--- config.mk ---
export PLATFORM = sky130hd
export DESIGN_NAME = casmf_align
export DESIGN_NICKNAME = d
export VERILOG_FILES = /design/src/rtl/casmf_pkg.sv /design/src/rtl/casmf_hunt.sv /design/src/rtl/casmf_pos.sv /design/src/rtl/casmf_sigmap.sv /design/src/rtl/casmf_align.sv
export SDC_FILE = /design/constraint.sdc
export NUM_CORES = 1
export LEC_CHECK = 0
export ABC_AREA = 1
export BUFFER_PORTS_ARGS = -buffer_cell sky130_fd_sc_hd__buf_2
export CORE_ASPECT_RATIO = 1.75
export CORE_MARGIN = 10
export CORE_UTILIZATION = 48
export DETAILED_ROUTE_END_ITERATION = 8
export PLACE_DENSITY = 0.76
export SYNTH_ARGS = -nofsm -noshare
export SYNTH_HDL_FRONTEND = slang
export SYNTH_HIERARCHICAL = 1
export SYNTH_SLANG_ARGS = --single-unit
--- constraint.sdc ---
create_clock -name clk -period 1.8 [get_ports clk]
set_clock_uncertainty 0.05 [all_clocks]
set_input_delay 0.09 -clock clk [delete_from_list [all_inputs] [get_ports clk]]
set_output_delay 0.09 -clock clk [all_outputs]
set_load 0.005 [all_outputs]
--- src/rtl/casmf_pkg.sv ---
package casmf_pkg;
   localparam int OCT_W     = 8;
   localparam int NIB_W     = 4;
   localparam int MF_FRAMES = 16;
   localparam int POS_W     = $clog2(MF_FRAMES);
   localparam int TS_W      = POS_W + 1;

   typedef struct packed {
      logic [NIB_W-1:0] hi;
      logic [TS_W-1:0]  hi_ts;
      logic [NIB_W-1:0] lo;
      logic [TS_W-1:0]  lo_ts;
   } sig_pair_t;

   function automatic logic [NIB_W-1:0] upper_nib(input logic [OCT_W-1:0] o);
      return o[OCT_W-1 -: NIB_W];
   endfunction

   function automatic logic [2:0] spare_of(input logic [OCT_W-1:0] o);
      return {o[3], o[1], o[0]};
   endfunction
endpackage

--- src/rtl/casmf_hunt.sv ---
module casmf_hunt
   import casmf_pkg::*;
#(
   parameter int LOSS_CNT = 2
) (
   input  logic             clk,
   input  logic             rst_n,
   input  logic             gate_i,
   input  logic             ts16_i,
   input  logic [NIB_W-1:0] nib_i,
   input  logic             pos_zero_i,
   output logic             lock_o,
   output logic             align_o,
   output logic             f0_ok_o,
   output logic             perr_o
);
   logic lock_q, prev_nz_q, perr_q;
   logic ev, nib_zero, f0_err, f0_ok, lose;

   assign ev       = gate_i & ts16_i;
   assign nib_zero = (nib_i == '0);
   assign align_o  = ev & ~lock_q & nib_zero & prev_nz_q;
   assign f0_err   = ev & lock_q & pos_zero_i & ~nib_zero;
   assign f0_ok    = ev & lock_q & pos_zero_i & nib_zero;

   generate
      if (LOSS_CNT == 1) begin : g_single
         assign lose = f0_err;
      end else begin : g_count
         localparam int MISS_W = $clog2(LOSS_CNT);
         logic [MISS_W-1:0] miss_q;
         assign lose = f0_err && (miss_q == MISS_W'(LOSS_CNT - 1));
         always_ff @(posedge clk) begin
            if (!rst_n)
               miss_q <= '0;
            else if (!gate_i || align_o || f0_ok || lose)
               miss_q <= '0;
            else if (f0_err)
               miss_q <= miss_q + 1'b1;
         end
         p_miss_range_r9: assert property (@(posedge clk) disable iff (!rst_n)
            miss_q <= MISS_W'(LOSS_CNT - 1));
      end
   endgenerate

   always_ff @(posedge clk) begin
      if (!rst_n) begin
         lock_q    <= 1'b0;
         prev_nz_q <= 1'b0;
         perr_q    <= 1'b0;
      end else begin
         perr_q <= f0_err;
         if (!gate_i) begin
            lock_q    <= 1'b0;
            prev_nz_q <= 1'b0;
         end else begin
            if (ts16_i) prev_nz_q <= ~nib_zero;
            if (align_o)   lock_q <= 1'b1;
            else if (lose) lock_q <= 1'b0;
         end
      end
   end

   assign lock_o  = lock_q;
   assign f0_ok_o = f0_ok;
   assign perr_o  = perr_q;

   p_gate_drop_r2: assert property (@(posedge clk) disable iff (!rst_n)
      !gate_i |=> !lock_q);
   p_align_prev_r3: assert property (@(posedge clk) disable iff (!rst_n)
      $rose(lock_q) |-> ($past(nib_i) == '0) && $past(prev_nz_q) && $past(ts16_i));
   p_perr_locked_r8: assert property (@(posedge clk) disable iff (!rst_n)
      perr_q |-> $past(lock_q) && $past(pos_zero_i));
endmodule

--- src/rtl/casmf_pos.sv ---
module casmf_pos
   import casmf_pkg::*;
(
   input  logic             clk,
   input  logic             rst_n,
   input  logic             lock_i,
   input  logic             align_i,
   input  logic             frm_stb_i,
   output logic [POS_W-1:0] pos_o
);
   logic [POS_W-1:0] pos_q;

   generate
      if (MF_FRAMES != (1 << POS_W)) begin : g_bad_len
         $error("multiframe length must be a power of two");
      end
   endgenerate

   always_ff @(posedge clk) begin
      if (!rst_n)
         pos_q <= '0;
      else if (align_i || !lock_i)
         pos_q <= '0;
      else if (frm_stb_i)
         pos_q <= pos_q + 1'b1;
   end

   assign pos_o = pos_q;

   p_pos_step_r4: assert property (@(posedge clk) disable iff (!rst_n)
      (lock_i && $past(lock_i) && $past(frm_stb_i) && !$past(align_i))
         |-> pos_q == POS_W'($past(pos_q) + 1));
   p_pos_idle_r4: assert property (@(posedge clk) disable iff (!rst_n)
      (!lock_i && !$past(lock_i)) |-> pos_q == '0);
endmodule

--- src/rtl/casmf_sigmap.sv ---
module casmf_sigmap
   import casmf_pkg::*;
(
   input  logic             clk,
   input  logic             rst_n,
   input  logic             ev_i,
   input  logic             lock_i,
   input  logic             align_i,
   input  logic             f0_ok_i,
   input  logic [POS_W-1:0] pos_i,
   input  logic [OCT_W-1:0] oct_i,
   output logic             rmai_o,
   output logic [2:0]       spare_o,
   output logic             vld_o,
   output sig_pair_t        pair_o
);
   logic      rmai_q, vld_q, fire, take_f0;
   logic [2:0] spare_q;
   sig_pair_t pair_q;

   assign take_f0 = align_i | f0_ok_i;
   assign fire    = ev_i & lock_i & (pos_i != '0);

   always_ff @(posedge clk) begin
      if (!rst_n) begin
         rmai_q  <= 1'b0;
         spare_q <= '0;
         vld_q   <= 1'b0;
         pair_q  <= '0;
      end else begin
         vld_q <= fire;
         if (take_f0) begin
            rmai_q  <= oct_i[2];
            spare_q <= spare_of(oct_i);
         end
         if (fire) begin
            pair_q.hi    <= upper_nib(oct_i);
            pair_q.lo    <= oct_i[NIB_W-1:0];
            pair_q.hi_ts <= {1'b0, pos_i};
            pair_q.lo_ts <= {1'b1, pos_i};
         end
      end
   end

   assign rmai_o  = rmai_q;
   assign spare_o = spare_q;
   assign vld_o   = vld_q;
   assign pair_o  = pair_q;

   p_no_sig_oos_r7: assert property (@(posedge clk) disable iff (!rst_n)
      vld_q |-> $past(lock_i) && ($past(pos_i) != '0));
   p_sig_ts_r6: assert property (@(posedge clk) disable iff (!rst_n)
      vld_q |-> (pair_q.hi_ts != '0) && (pair_q.lo_ts == pair_q.hi_ts + TS_W'(MF_FRAMES)));
endmodule

--- src/rtl/casmf_align.sv ---
module casmf_align
   import casmf_pkg::*;
#(
   parameter int LOSS_CNT = 2
) (
   input  logic       clk,
   input  logic       rst_n,
   input  logic [7:0] oct_i,
   input  logic       frm_stb_i,
   input  logic       ts16_stb_i,
   input  logic       frame_sync_i,
   input  logic       cas_en_i,
   output logic       oos_o,
   output logic [3:0] mf_pos_o,
   output logic       rmai_o,
   output logic [2:0] xbits_o,
   output logic       pat_err_o,
   output logic       sig_vld_o,
   output logic [3:0] sig_hi_o,
   output logic [4:0] sig_hi_ts_o,
   output logic [3:0] sig_lo_o,
   output logic [4:0] sig_lo_ts_o
);
   generate
      if (LOSS_CNT < 1 || LOSS_CNT > 16) begin : g_bad_loss
         $error("LOSS_CNT out of range");
      end
   endgenerate

   logic             gate, lock, align, f0_ok;
   logic [POS_W-1:0] pos;
   sig_pair_t        pair;

   assign gate = frame_sync_i & cas_en_i;

   casmf_hunt #(.LOSS_CNT(LOSS_CNT)) hunt_i (
      .clk(clk), .rst_n(rst_n), .gate_i(gate), .ts16_i(ts16_stb_i),
      .nib_i(upper_nib(oct_i)), .pos_zero_i(pos == '0),
      .lock_o(lock), .align_o(align), .f0_ok_o(f0_ok), .perr_o(pat_err_o)
   );

   casmf_pos pos_i (
      .clk(clk), .rst_n(rst_n), .lock_i(lock), .align_i(align),
      .frm_stb_i(frm_stb_i), .pos_o(pos)
   );

   casmf_sigmap map_i (
      .clk(clk), .rst_n(rst_n), .ev_i(gate & ts16_stb_i), .lock_i(lock),
      .align_i(align), .f0_ok_i(f0_ok), .pos_i(pos), .oct_i(oct_i),
      .rmai_o(rmai_o), .spare_o(xbits_o), .vld_o(sig_vld_o), .pair_o(pair)
   );

   assign oos_o       = ~lock;
   assign mf_pos_o    = pos;
   assign sig_hi_o    = pair.hi;
   assign sig_hi_ts_o = pair.hi_ts;
   assign sig_lo_o    = pair.lo;
   assign sig_lo_ts_o = pair.lo_ts;

   p_err_one_shot_r8: assert property (@(posedge clk) disable iff (!rst_n)
      pat_err_o |=> !pat_err_o);
endmodule

# Word-level counts from Yosys, hierarchy flattened
# Cells that the tools add are included.
dict set report word_totals {
  regBits 30
  inputBits 14
  out_inout_bits 29
}
dict set report classes {
  n_addsub 2
  mux 2
  bitwise_logic 14
  reduce_logical 14
}
# operator count
set ops {}
lappend ops {{AND 1 bit} 10}
lappend ops {{zero test 4 bit} 2}
lappend ops {{adder 4 x 1 -> 4 bit, second input constant} 1}
lappend ops {{logical OR 1 bit} 4}
lappend ops {{nonzero test 4 bit} 1}
lappend ops {{OR reduction 2 bit} 2}
lappend ops {{NOT 1 bit} 3}
lappend ops {{zero test 1 bit} 2}
lappend ops {{two-way mux 1 bit} 2}
lappend ops {{AND reduction 2 bit} 1}
lappend ops {{nonzero test 2 bit} 1}
lappend ops {{adder 1 bit, second input constant} 1}
lappend ops {{logical AND 1 bit} 1}
lappend ops {{bitwise OR 1 bit} 1}

# Longest topological paths before layout
# Gate-level depths: netlist of run 1.
dict set report depth {
  depth_word 9
  depth_mapped 9
}

# Modules after synthesis
# The synthesis of run 1 kept the hierarchy.
# mod n_inst cells_each area_each_um2 seq_area_each_um2
set modules_own_cells {}
lappend modules_own_cells {casmf_sigmap 1 87 760.7 360.3}
lappend modules_own_cells {casmf_hunt 1 36 226.5 80.1}
lappend modules_own_cells {casmf_pos 1 26 181.4 80.1}
lappend modules_own_cells {casmf_align 1 12 45.0 0.0}

# Worst setup path after synthesis of run 1
# No wires, ideal clock.
dict set report synth_timing {
  path_type {reg-to-reg}
  startpoint {reg pos_i.pos_q[0], in the netlist pos_i/pos_o[0]}
  endpoint {reg map_i.rmai_q, in the netlist map_i/rmai_o}
  arrival_ns 1.156
  required_time_ns 1.634
  slack_ns 0.479
  stages_incl_launch_ff 10
  n_path_buf 0
  path_cell_list {dfxtp_1 > inv_1 > nand2_1 > nor2_1 > nand2_1 > nor3_1 > nor2_1 > inv_1 > nor2_1 > nor2_1}
}
dict set report synth_between {
  elab_chain_cells 4
}
# element line
set synth_rtl {}
lappend synth_rtl {{from (decl)} casmf_pos.sv:11} ;# logic [POS_W-1:0] pos_q;
lappend synth_rtl {{from (signal assigned)} casmf_pos.sv:25} ;# pos_q <= pos_q + 1'b1;
lappend synth_rtl {{zero test 4 bit} casmf_align.sv:38} ;# .nib_i(upper_nib(oct_i)), .pos_zero_i(pos == '0),
lappend synth_rtl {{AND 1 bit (2 in series)} casmf_hunt.sv:24} ;# assign f0_ok = ev & lock_q & pos_zero_i & nib_zero;
lappend synth_rtl {{named net f0_ok} casmf_align.sv:30} ;# logic gate, lock, align, f0_ok;
lappend synth_rtl {{bitwise OR 1 bit} casmf_sigmap.sv:21} ;# assign take_f0 = align_i | f0_ok_i;
lappend synth_rtl {{to (signal assigned)} casmf_sigmap.sv:33} ;# rmai_q <= oct_i[2];
lappend synth_rtl {{to (decl)} casmf_sigmap.sv:17} ;# logic rmai_q, vld_q, fire, take_f0;
# The timed path passes the listed nets, and every way through them passes these cells.
# A chain may end at the register's enable or synchronous reset.

# Worst setup path in the final report of run 1
dict set report layout_timing {
  startpoint {reg pos_i.pos_q[1], in the netlist pos_i/pos_o[1]}
  endpoint {reg map_i.rmai_q, in the netlist map_i/rmai_o}
}
# The elaborated chain is that of the path after synthesis.

==> out/metrics.csv, run 1 <==
stage,metric,value,unit
synth,"EDFF count, synth",0,
power_and_ir_drop,total power,1090,uW
routing,Final ANT Viol Nets,0,
critical_path,max incr delay on CP,470,ps
critical_path,r2r setup slk,310,ps
layout,area of the multi-input gates,552,sq um
synth,post-synthesis net count,176,
global_routing,GRT Total Usage,11.2,%
timing,crit share post-route,82.6,%
synth,Synth Warn #,6,
place,area of placed instances,0.00140,sq mm
routing,DRC,0,
layout,sequential cell area,520,sq um
critical_path,crit path DAT,1600,ps
synth,xor/xnor share of the synthesized area,0,%
power_and_ir_drop,Sw Ratio,18.4,%
timing,normalized max-slew margin,63.1,%
synth,mux contribution to synthesized area,0,%
synth,Compound-Gate Fraction of Synth Area,11.8,%
critical_path,Reg-to-Reg Start,pos_i/pos_o[1]$_SDFFE_PP0P_,
clock_network,CTS sink cnt,26,
critical_path,Bufs and invs on worst path,2,
timing,Final Max Tran Viols,0,
routing,vias per std cell,4.69,
clock_network,Clock Tree Buf Depth,2,
clock_network,clock-pin slew on the worst setup and hold paths,90,ps
power_and_ir_drop,Logic pwr share,3.9,%
floorplan,Die Span X,58.0,um
routing,Routed WL,2.73,mm
global_routing,GR Overflow Total,0,
clock_network,Num CTS Buffers,3,
synth,Synth Instances,161,
power_and_ir_drop,sw power,200,uW
synth,Avg Synthesized Cell Area,7.54,sq um
min_path,min-delay src,oct_i[7],
critical_path,Critical Path Most Common Cell,nor2_1,
critical_path,CP max stage cell,dfxtp_1,
critical_path,"critical path fanouts, max",7,
layout,"commonest non-fill, non-tap cells in the layout","buf_2, nand2_1, dfxtp_1, nor2_1, inv_1",
run_status,status,"complete, no violations",
synth,cell taking the most area after synthesis,dfxtp_1,
routing,via count of the routed design,1060,
timing,final setup fails,0,
timing,Worst Max-Slew Pin Slew,553,ps
clock_network,H-tree levels,1,
clock_network,total setup buffers inserted after CTS,0,
layout,Fill cells,222,
layout,"most common cell after layout, fill and taps aside",buf_2,
power_and_ir_drop,PD cells,741,mW/mm^2
floorplan,core area,0.00246,sq mm
timing,final-report hold violation count,0,
routing,DRT iter0 DRCs,30,
critical_path,crit start category,register,
critical_path,critical path type,register to register,
run,max-cap violations,0,
synth,Adder-Cell Fraction of Synth Area,1.03,%
place,Routability Congestion,0.762,
global_routing,"Most Used Layer, Global Route",met2,
critical_path,WP data required,1920,ps
floorplan,num rows,24,
place,DP Cell Count,222,
layout,final core occ,59.6,%
global_routing,first-pass GRT wire length,4.66,mm
clock_network,Clock Latency Late Sink,260,ps
global_routing,met2 GRT Util,21.2,%
clock_network,cts repair resizes,0,
synth,Area contributors post-synth,"dfxtp_1, nand2_1, nor2_1",
critical_path,kind of cell adding the most delay to the critical path,simple AND/OR/NAND/NOR gates,
critical_path,Worst Setup SP,pos_i/pos_o[1]$_SDFFE_PP0P_,
floorplan,io pins,43,
power_and_ir_drop,Leakage,0.000708,uW
critical_path,crit path cell chain,inv_1 -> nand2_1 -> nor2_1 -> nand2_1 -> nor3_1 -> nor2_1 -> inv_1 -> nor2_1 -> nor2_1,
layout,nets@finish,216,
synth,number of distinct library cells after synthesis,20,
floorplan,Starting Density,49.3,%
timing,Fin Setup TNS,0,ps
power_and_ir_drop,Internal Pwr Total,888,uW
routing,WL/cell,12.1,um
layout,non-filler cells in the finished layout,226,
global_routing,largest net degree at the start of global routing,16,
layout,post-route cell area,0.00147,sq mm
timing,FMAX,672,MHz
synth,post-synthesis sequential area ratio,42.9,%
timing,Final min period,1490,ps
timing,unrepaired setup endpoints after global routing,no,
global_routing,antenna violations before repair,0,
clock_network,clk root buf,clkbuf_8,
power_and_ir_drop,maximum vdd drop,0.000605,V
floorplan,die height,86.5,um
layout,Syn-to-layout area delta,20.9,%
synth,#FFs+latches synth,26,
clock_network,# hold bufs at CTS,0,
global_routing,vias in the first global route,1085,
layout,ant diodes,0,
power_and_ir_drop,Clock Power Share,43.2,%
place,post-DP HPWL,2.23,mm
synth,Main synth FF type,dfxtp_1,
synth,largest family of logic cells by synthesized area,simple AND/OR/NAND/NOR gates,
layout,layout cells sized above 1,36.5,%
synth,synthesized area,0.00121,sq mm
routing,DR pass1 iterations,4,
synth,simple-gate area share of the yosys netlist,32.4,%
place,port bufs,41,
global_routing,Global Route met3 Usage,3.81,%
power_and_ir_drop,sequential share of power,52.9,%
clock_network,TritonCTS clock tree,done,
global_routing,grt met1 use,10.2,%
synth,top cell type's share of synthesized area,42.9,%
floorplan,die area,0.00502,sq mm
critical_path,Setup crit end kind,register,
min_path,Min-Delay Path Class,primary input to register,
synth,Synth async-reset ratio,0,%
-- cells by family after synthesis --
kind of cell / count (synthesis)
AND/OR/NAND/NOR: 84
flip-flops: 26
AO/OA/AOI/OAI: 22
buffers and inverters: 27
adder cells (fa/ha/maj): 1
other: 1
-- state kept, by name, indices dropped and copies added (netlist names) --
signal                 flops
map_i/pair_o              13
pos_i/pos_o                4
map_i/spare_o              3
hunt_i/g_count.miss_q      1
hunt_i/lock_o              1
hunt_i/perr_o              1
hunt_i/prev_nz_q           1
map_i/rmai_o               1
map_i/vld_o                1
-- final timing paths --
check | to | cells past startpoint
worst max-delay path | map_i/rmai_o$_SDFFE_PN0P_ | 9
worst min-delay path | map_i/pair_o[17]$_SDFFE_PN0P_ | 3
worst max register to register | map_i/rmai_o$_SDFFE_PN0P_ | 9
worst min register to register | map_i/pair_o[17]$_SDFFE_PN0P_ | 2
-- routing by layer --
layer | routed length [um] | part of all wire (%)
met4 | 42 | 1.5
met5 | 0 | 0
met1 | 1030 | 38
met3 | 192 | 7.0
met2 | 1470 | 54
-- cells in the mapped netlist (2+ instances only) --
library cell and instances:
nand2_2 12, nand2_4 2, inv_1 19, a21oi_2 8, buf_4 6, dfxtp_1 26
nand2_1 28, a21oi_1 5, nand3_1 11, o21ai_0 8, nor2_1 25, nor2_2 3
-- layout make-up --
class | instances | area share (%)
repair buffers | 43 | 15.0
clock inverters | 1 | 2.05
clock buffers | 3 | 2.81
inverters | 19 | 4.86
flip-flops and latches | 26 | 35.5
well taps | 26 | 2.22
multi-input cells | 108 | 37.6
-- worst reg2reg max path, cell delays in order (launching register included) --
cell	delay, ps
dfxtp_1	470
inv_1	70
nand2_1	80
nor2_1	50
nand2_1	120
nor3_1	70
nor2_1	220
inv_1	120
nor2_1	100
nor2_1	50
-- power groups by stage --
| stage | Sequential [uW] | Clock, uW | Combinational [uW] |
|---|---|---|---|
| 2_1_floorplan | 589 | 0 | 20.2 |
| 5_1_grt | 576 | 507 | 48.3 |
| 3_3_place_gp | 589 | 0 | 41.8 |
| 4_1_cts | 576 | 484 | 42.5 |
| 6_report | 576 | 470 | 42.6 |
| 3_5_place_dp | 589 | 0 | 42.2 |
-- metrics by stage --
stage	hold slack, ps	setup slack, ps
final	45.5	313
after global routing	62.1	107
after CTS	40.9	301
after detailed placement	330	313
after global placement	326	402
after floorplan	151	479
(Power assumes the default switching activity.)
==> inputs of run 2 (changes only) <==
- ABC_AREA: 1 -> 0
- CORE_UTILIZATION: 48 -> 47
- clock period: 1.8 -> 1.5 ns (I/O delays scaled with it)
==> run 2 against run 1 <==
Net effect: non-clock buffer count is 8 higher; utilization increased by 4.5 points; critical endpoint unchanged; cell area up 0.51%; power grew 8.5%; sequential cell count stayed put; sequential power increased by 20%; fmax increased by 2.4%; clock power decreased by 8.3%.
==> out/metrics.csv, run 2 <==
stage,metric,value,unit,change
synth,Synth async-reset ratio,0,%,unchanged
power_and_ir_drop,PD cells,800,mW/mm^2,+8.0%
critical_path,"critical path fanouts, max",5,,-2
place,area of placed instances,0.00139,sq mm,-0.54%
layout,Syn-to-layout area delta,30.3,%,
routing,via count of the routed design,1016,,-4.2%
critical_path,r2r endpoint,map_i/rmai_o$_SDFFE_PN0P_,,
timing,Fin Hold WS,11.1,ps,-34.4 ps
timing,Worst Max-Slew Pin Slew,714,ps,+162 ps
synth,"EDFF count, synth",0,,unchanged
routing,vias per std cell,5.24,,+12%
global_routing,largest net degree at the start of global routing,26,,+10
timing,final setup fails,0,,unchanged
timing,Final Max Tran Viols,0,,unchanged
synth,commonest cells in the netlist,"nand2_1, dfxtp_1, mux2i_1",,
critical_path,WP data required,1600,ps,-320 ps
synth,post-synthesis sequential area ratio,46.0,%,+3.1 points
routing,Metal-1 WL,1.07,mm,+4.4%
routing,DRT iter0 DRCs,30,,unchanged
global_routing,GRT Total Usage,10.9,%,-0.35 points
min_path,min-delay src,ts16_stb_i,,
synth,Area contributors post-synth,"dfxtp_1, nand2_1, mux2i_1",,
timing,unrepaired setup endpoints after global routing,yes,,
synth,"count leader, synth",nand2_1,,
critical_path,crit path DAT,1550,ps,-50 ps
floorplan,Die Span X,57.1,um,-1.6%
clock_network,Num CTS Buffers,3,,unchanged
global_routing,first-pass GRT wire length,4.53,mm,-2.7%
floorplan,die area,0.00485,sq mm,-3.4%
timing,Fin Setup TNS,0,ps,unchanged
timing,FMAX,689,MHz,+2.4%
synth,Synth Instances,123,,-24%
run_status,status,"complete, no violations",,
global_routing,GR Overflow Total,0,,unchanged
power_and_ir_drop,Leakage,0.000644,uW,-9.0%
min_path,Worst Hold End,hunt_i/prev_nz_q$_SDFFE_PN0P_,,
min_path,Min-Delay Path Class,primary input to register,,
floorplan,core area,0.00230,sq mm,-6.5%
routing,met3 WL,156,um,-19%
layout,max FFs per register,13,,unchanged
layout,Fill cells,211,,-5.0%
clock_network,clock-pin slew on the worst setup and hold paths,80,ps,about the same
layout,post-route cell area,0.00148,sq mm,+0.51%
place,port bufs,41,,unchanged
min_path,WHS Path Cells,2,,-1
clock_network,# hold bufs at CTS,0,,unchanged
global_routing,antenna violations before repair,0,,unchanged
timing,final-report hold violation count,0,,unchanged
critical_path,r2r setup slk,50,ps,-260 ps
clock_network,Clock Latency Late Sink,260,ps,about the same
power_and_ir_drop,maximum vdd drop,0.000731,V,+21%
synth,Avg Synthesized Cell Area,9.21,sq um,+22%
place,Routability Congestion,0.765,,+0.39%
synth,cell taking the most area after synthesis,dfxtp_1,,
global_routing,vias in the first global route,1017,,-6.3%
routing,Routed met2 length,1.45,mm,-0.89%
run,max-cap violations,0,,unchanged
synth,Main synth FF type,dfxtp_1,,
synth,top cell type's share of synthesized area,46.0,%,+3.1 points
routing,uppermost layer routed,met4,,
synth,number of distinct library cells after synthesis,35,,+75%
clock_network,H-tree levels,1,,unchanged
critical_path,critical path type,register to register,,
floorplan,Starting Density,49.2,%,-0.10 points
critical_path,Setup crit end kind,register,,
synth,post-synthesis net count,138,,-22%
place,post-DP HPWL,2.18,mm,-2.1%
timing,Final min period,1450,ps,-35.2 ps
routing,Final ANT Viol Nets,0,,unchanged
clock_network,TritonCTS clock tree,done,,
floorplan,die height,84.9,um,-1.8%
routing,DRC,0,,unchanged
critical_path,crit start category,register,,
clock_network,clk root buf,clkbuf_8,,
synth,synthesized area,0.00113,sq mm,-6.7%
synth,Synth Warn #,6,,unchanged
timing,normalized max-slew margin,51.9,%,-11 points
critical_path,FF-to-FF path depth,6,,-3
routing,Routed WL,2.71,mm,-0.77%
critical_path,Worst Setup SP,pos_i/pos_o[0]$_SDFFE_PP0P_,,
critical_path,Reg-to-Reg Start,pos_i/pos_o[0]$_SDFFE_PP0P_,,
floorplan,io pins,43,,unchanged
routing,DR pass1 iterations,4,,unchanged
synth,#FFs+latches synth,26,,unchanged
routing,WL/cell,13.9,um,+16%
layout,layout cells sized above 1,38.5,%,+2.0 points
layout,"commonest non-fill, non-tap cells in the layout","buf_2, nand2_1, dfxtp_1, mux2i_1, buf_4",,
floorplan,num rows,23,,-4.2%
layout,ant diodes,0,,unchanged
layout,"most common cell after layout, fill and taps aside",buf_2,,
layout,nets@finish,185,,-14%
clock_network,Clock Tree Buf Depth,2,,unchanged
timing,crit share post-route,96.8,%,+14 points
clock_network,CTS sink cnt,26,,unchanged
[run 2: changes by cell type in the layout (fill, tap and decap cells not counted), moves of 7 or more]
cell	previous run	this run
buf_4	2	9
a21oi_2	8	0
nor2_1	25	5
mux2i_1	0	10
nand2_2	12	0
inv_1	19	1
nand3_1	11	0
[run 2: routing by layer]
metal	GRT usage, %	up-vias
met1	11.5	468
met4	3.86	0
li1	-	520
met5	0	-
met3	2.99	2
met2	19.7	26
[run 2: cell families (layout without fill, tap and decap cells)]
logic type / count (synthesis) / count (layout) / synth area share (%)
compound gates: 20 / 20 / 11.8
xor+xnor: 1 / 1 / 0.774
fa+ha+maj: 1 / 1 / 1.10
buf+inv: 10 / 56 / 5.64
flops: 26 / 26 / 46.0
mux: 10 / 10 / 8.84
other cells: 1 / 1 / 0.331
simple gates: 54 / 54 / 25.5
[run 2: worst max path at each step]
stage / end / slack, ps / cells past startpoint
2_1_floorplan: map_i/rmai_o$_SDFFE_PN0P_ / 60 / 6
3_3_place_gp: map_i/spare_o[1]$_SDFFE_PN0P_ / 20 / 7
3_5_place_dp: map_i/spare_o[0]$_SDFFE_PN0P_ / -40 / 7
4_1_cts: map_i/spare_o[0]$_SDFFE_PN0P_ / 20 / 6
5_1_grt: map_i/rmai_o$_SDFFE_PN0P_ / -30 / 6
6_report: map_i/rmai_o$_SDFFE_PN0P_ / 50 / 6
[run 2: through the flow]
step / worst slack (ps) / utilization (%) / total power (uW) / instances
6_report: 47.9 / 64.1 / 1180 / 194
5_1_grt: -27.6 / 64.1 / 1230 / 194
4_1_cts: 18.6 / 62.8 / 1190 / 193
3_5_place_dp: -43.7 / 60.3 / 765 / 189
3_3_place_gp: 16.9 / 60.3 / 763 / 189
2_1_floorplan: 57.6 / - / 734 / 123
[run 2: final cells by class]
class	count	area, sq um	area share, %
multi-input combinational	87	569	38.6
sequential	26	523	35.5
timing repair buffer	51	293	19.8
clock buffer	4	55.1	3.73
tap	25	31.3	2.12
inverter	1	3.75	0.254
[run 2: timing repair]
| item | CTS | global route |
|---|---|---|
| setup endpoints to repair | 4 | 5 |
| gates resized for setup | 1 | 8 |
| pin swaps | 0 | 4 |
| buffers inserted | 0 | 2 |
| cloned | 0 | 0 |
[run 2: worst max-delay path, cell delays in order, from the launching register on]
cell	delay [ps]
dfxtp_2	340
nor4_4	280
nand4_1	220
nor2_4	190
nor2_1	100
nand2_1	80
a21boi_0	70
[run 2: power by group]
part / total, uW / internal, uW / switching, uW / leakage (uW)
Sequential: 691 / 690 / 0.499 / 0.000210
Clock: 431 / 234 / 197 / 0.0000288
Combinational: 59.2 / 23.5 / 35.6 / 0.000405
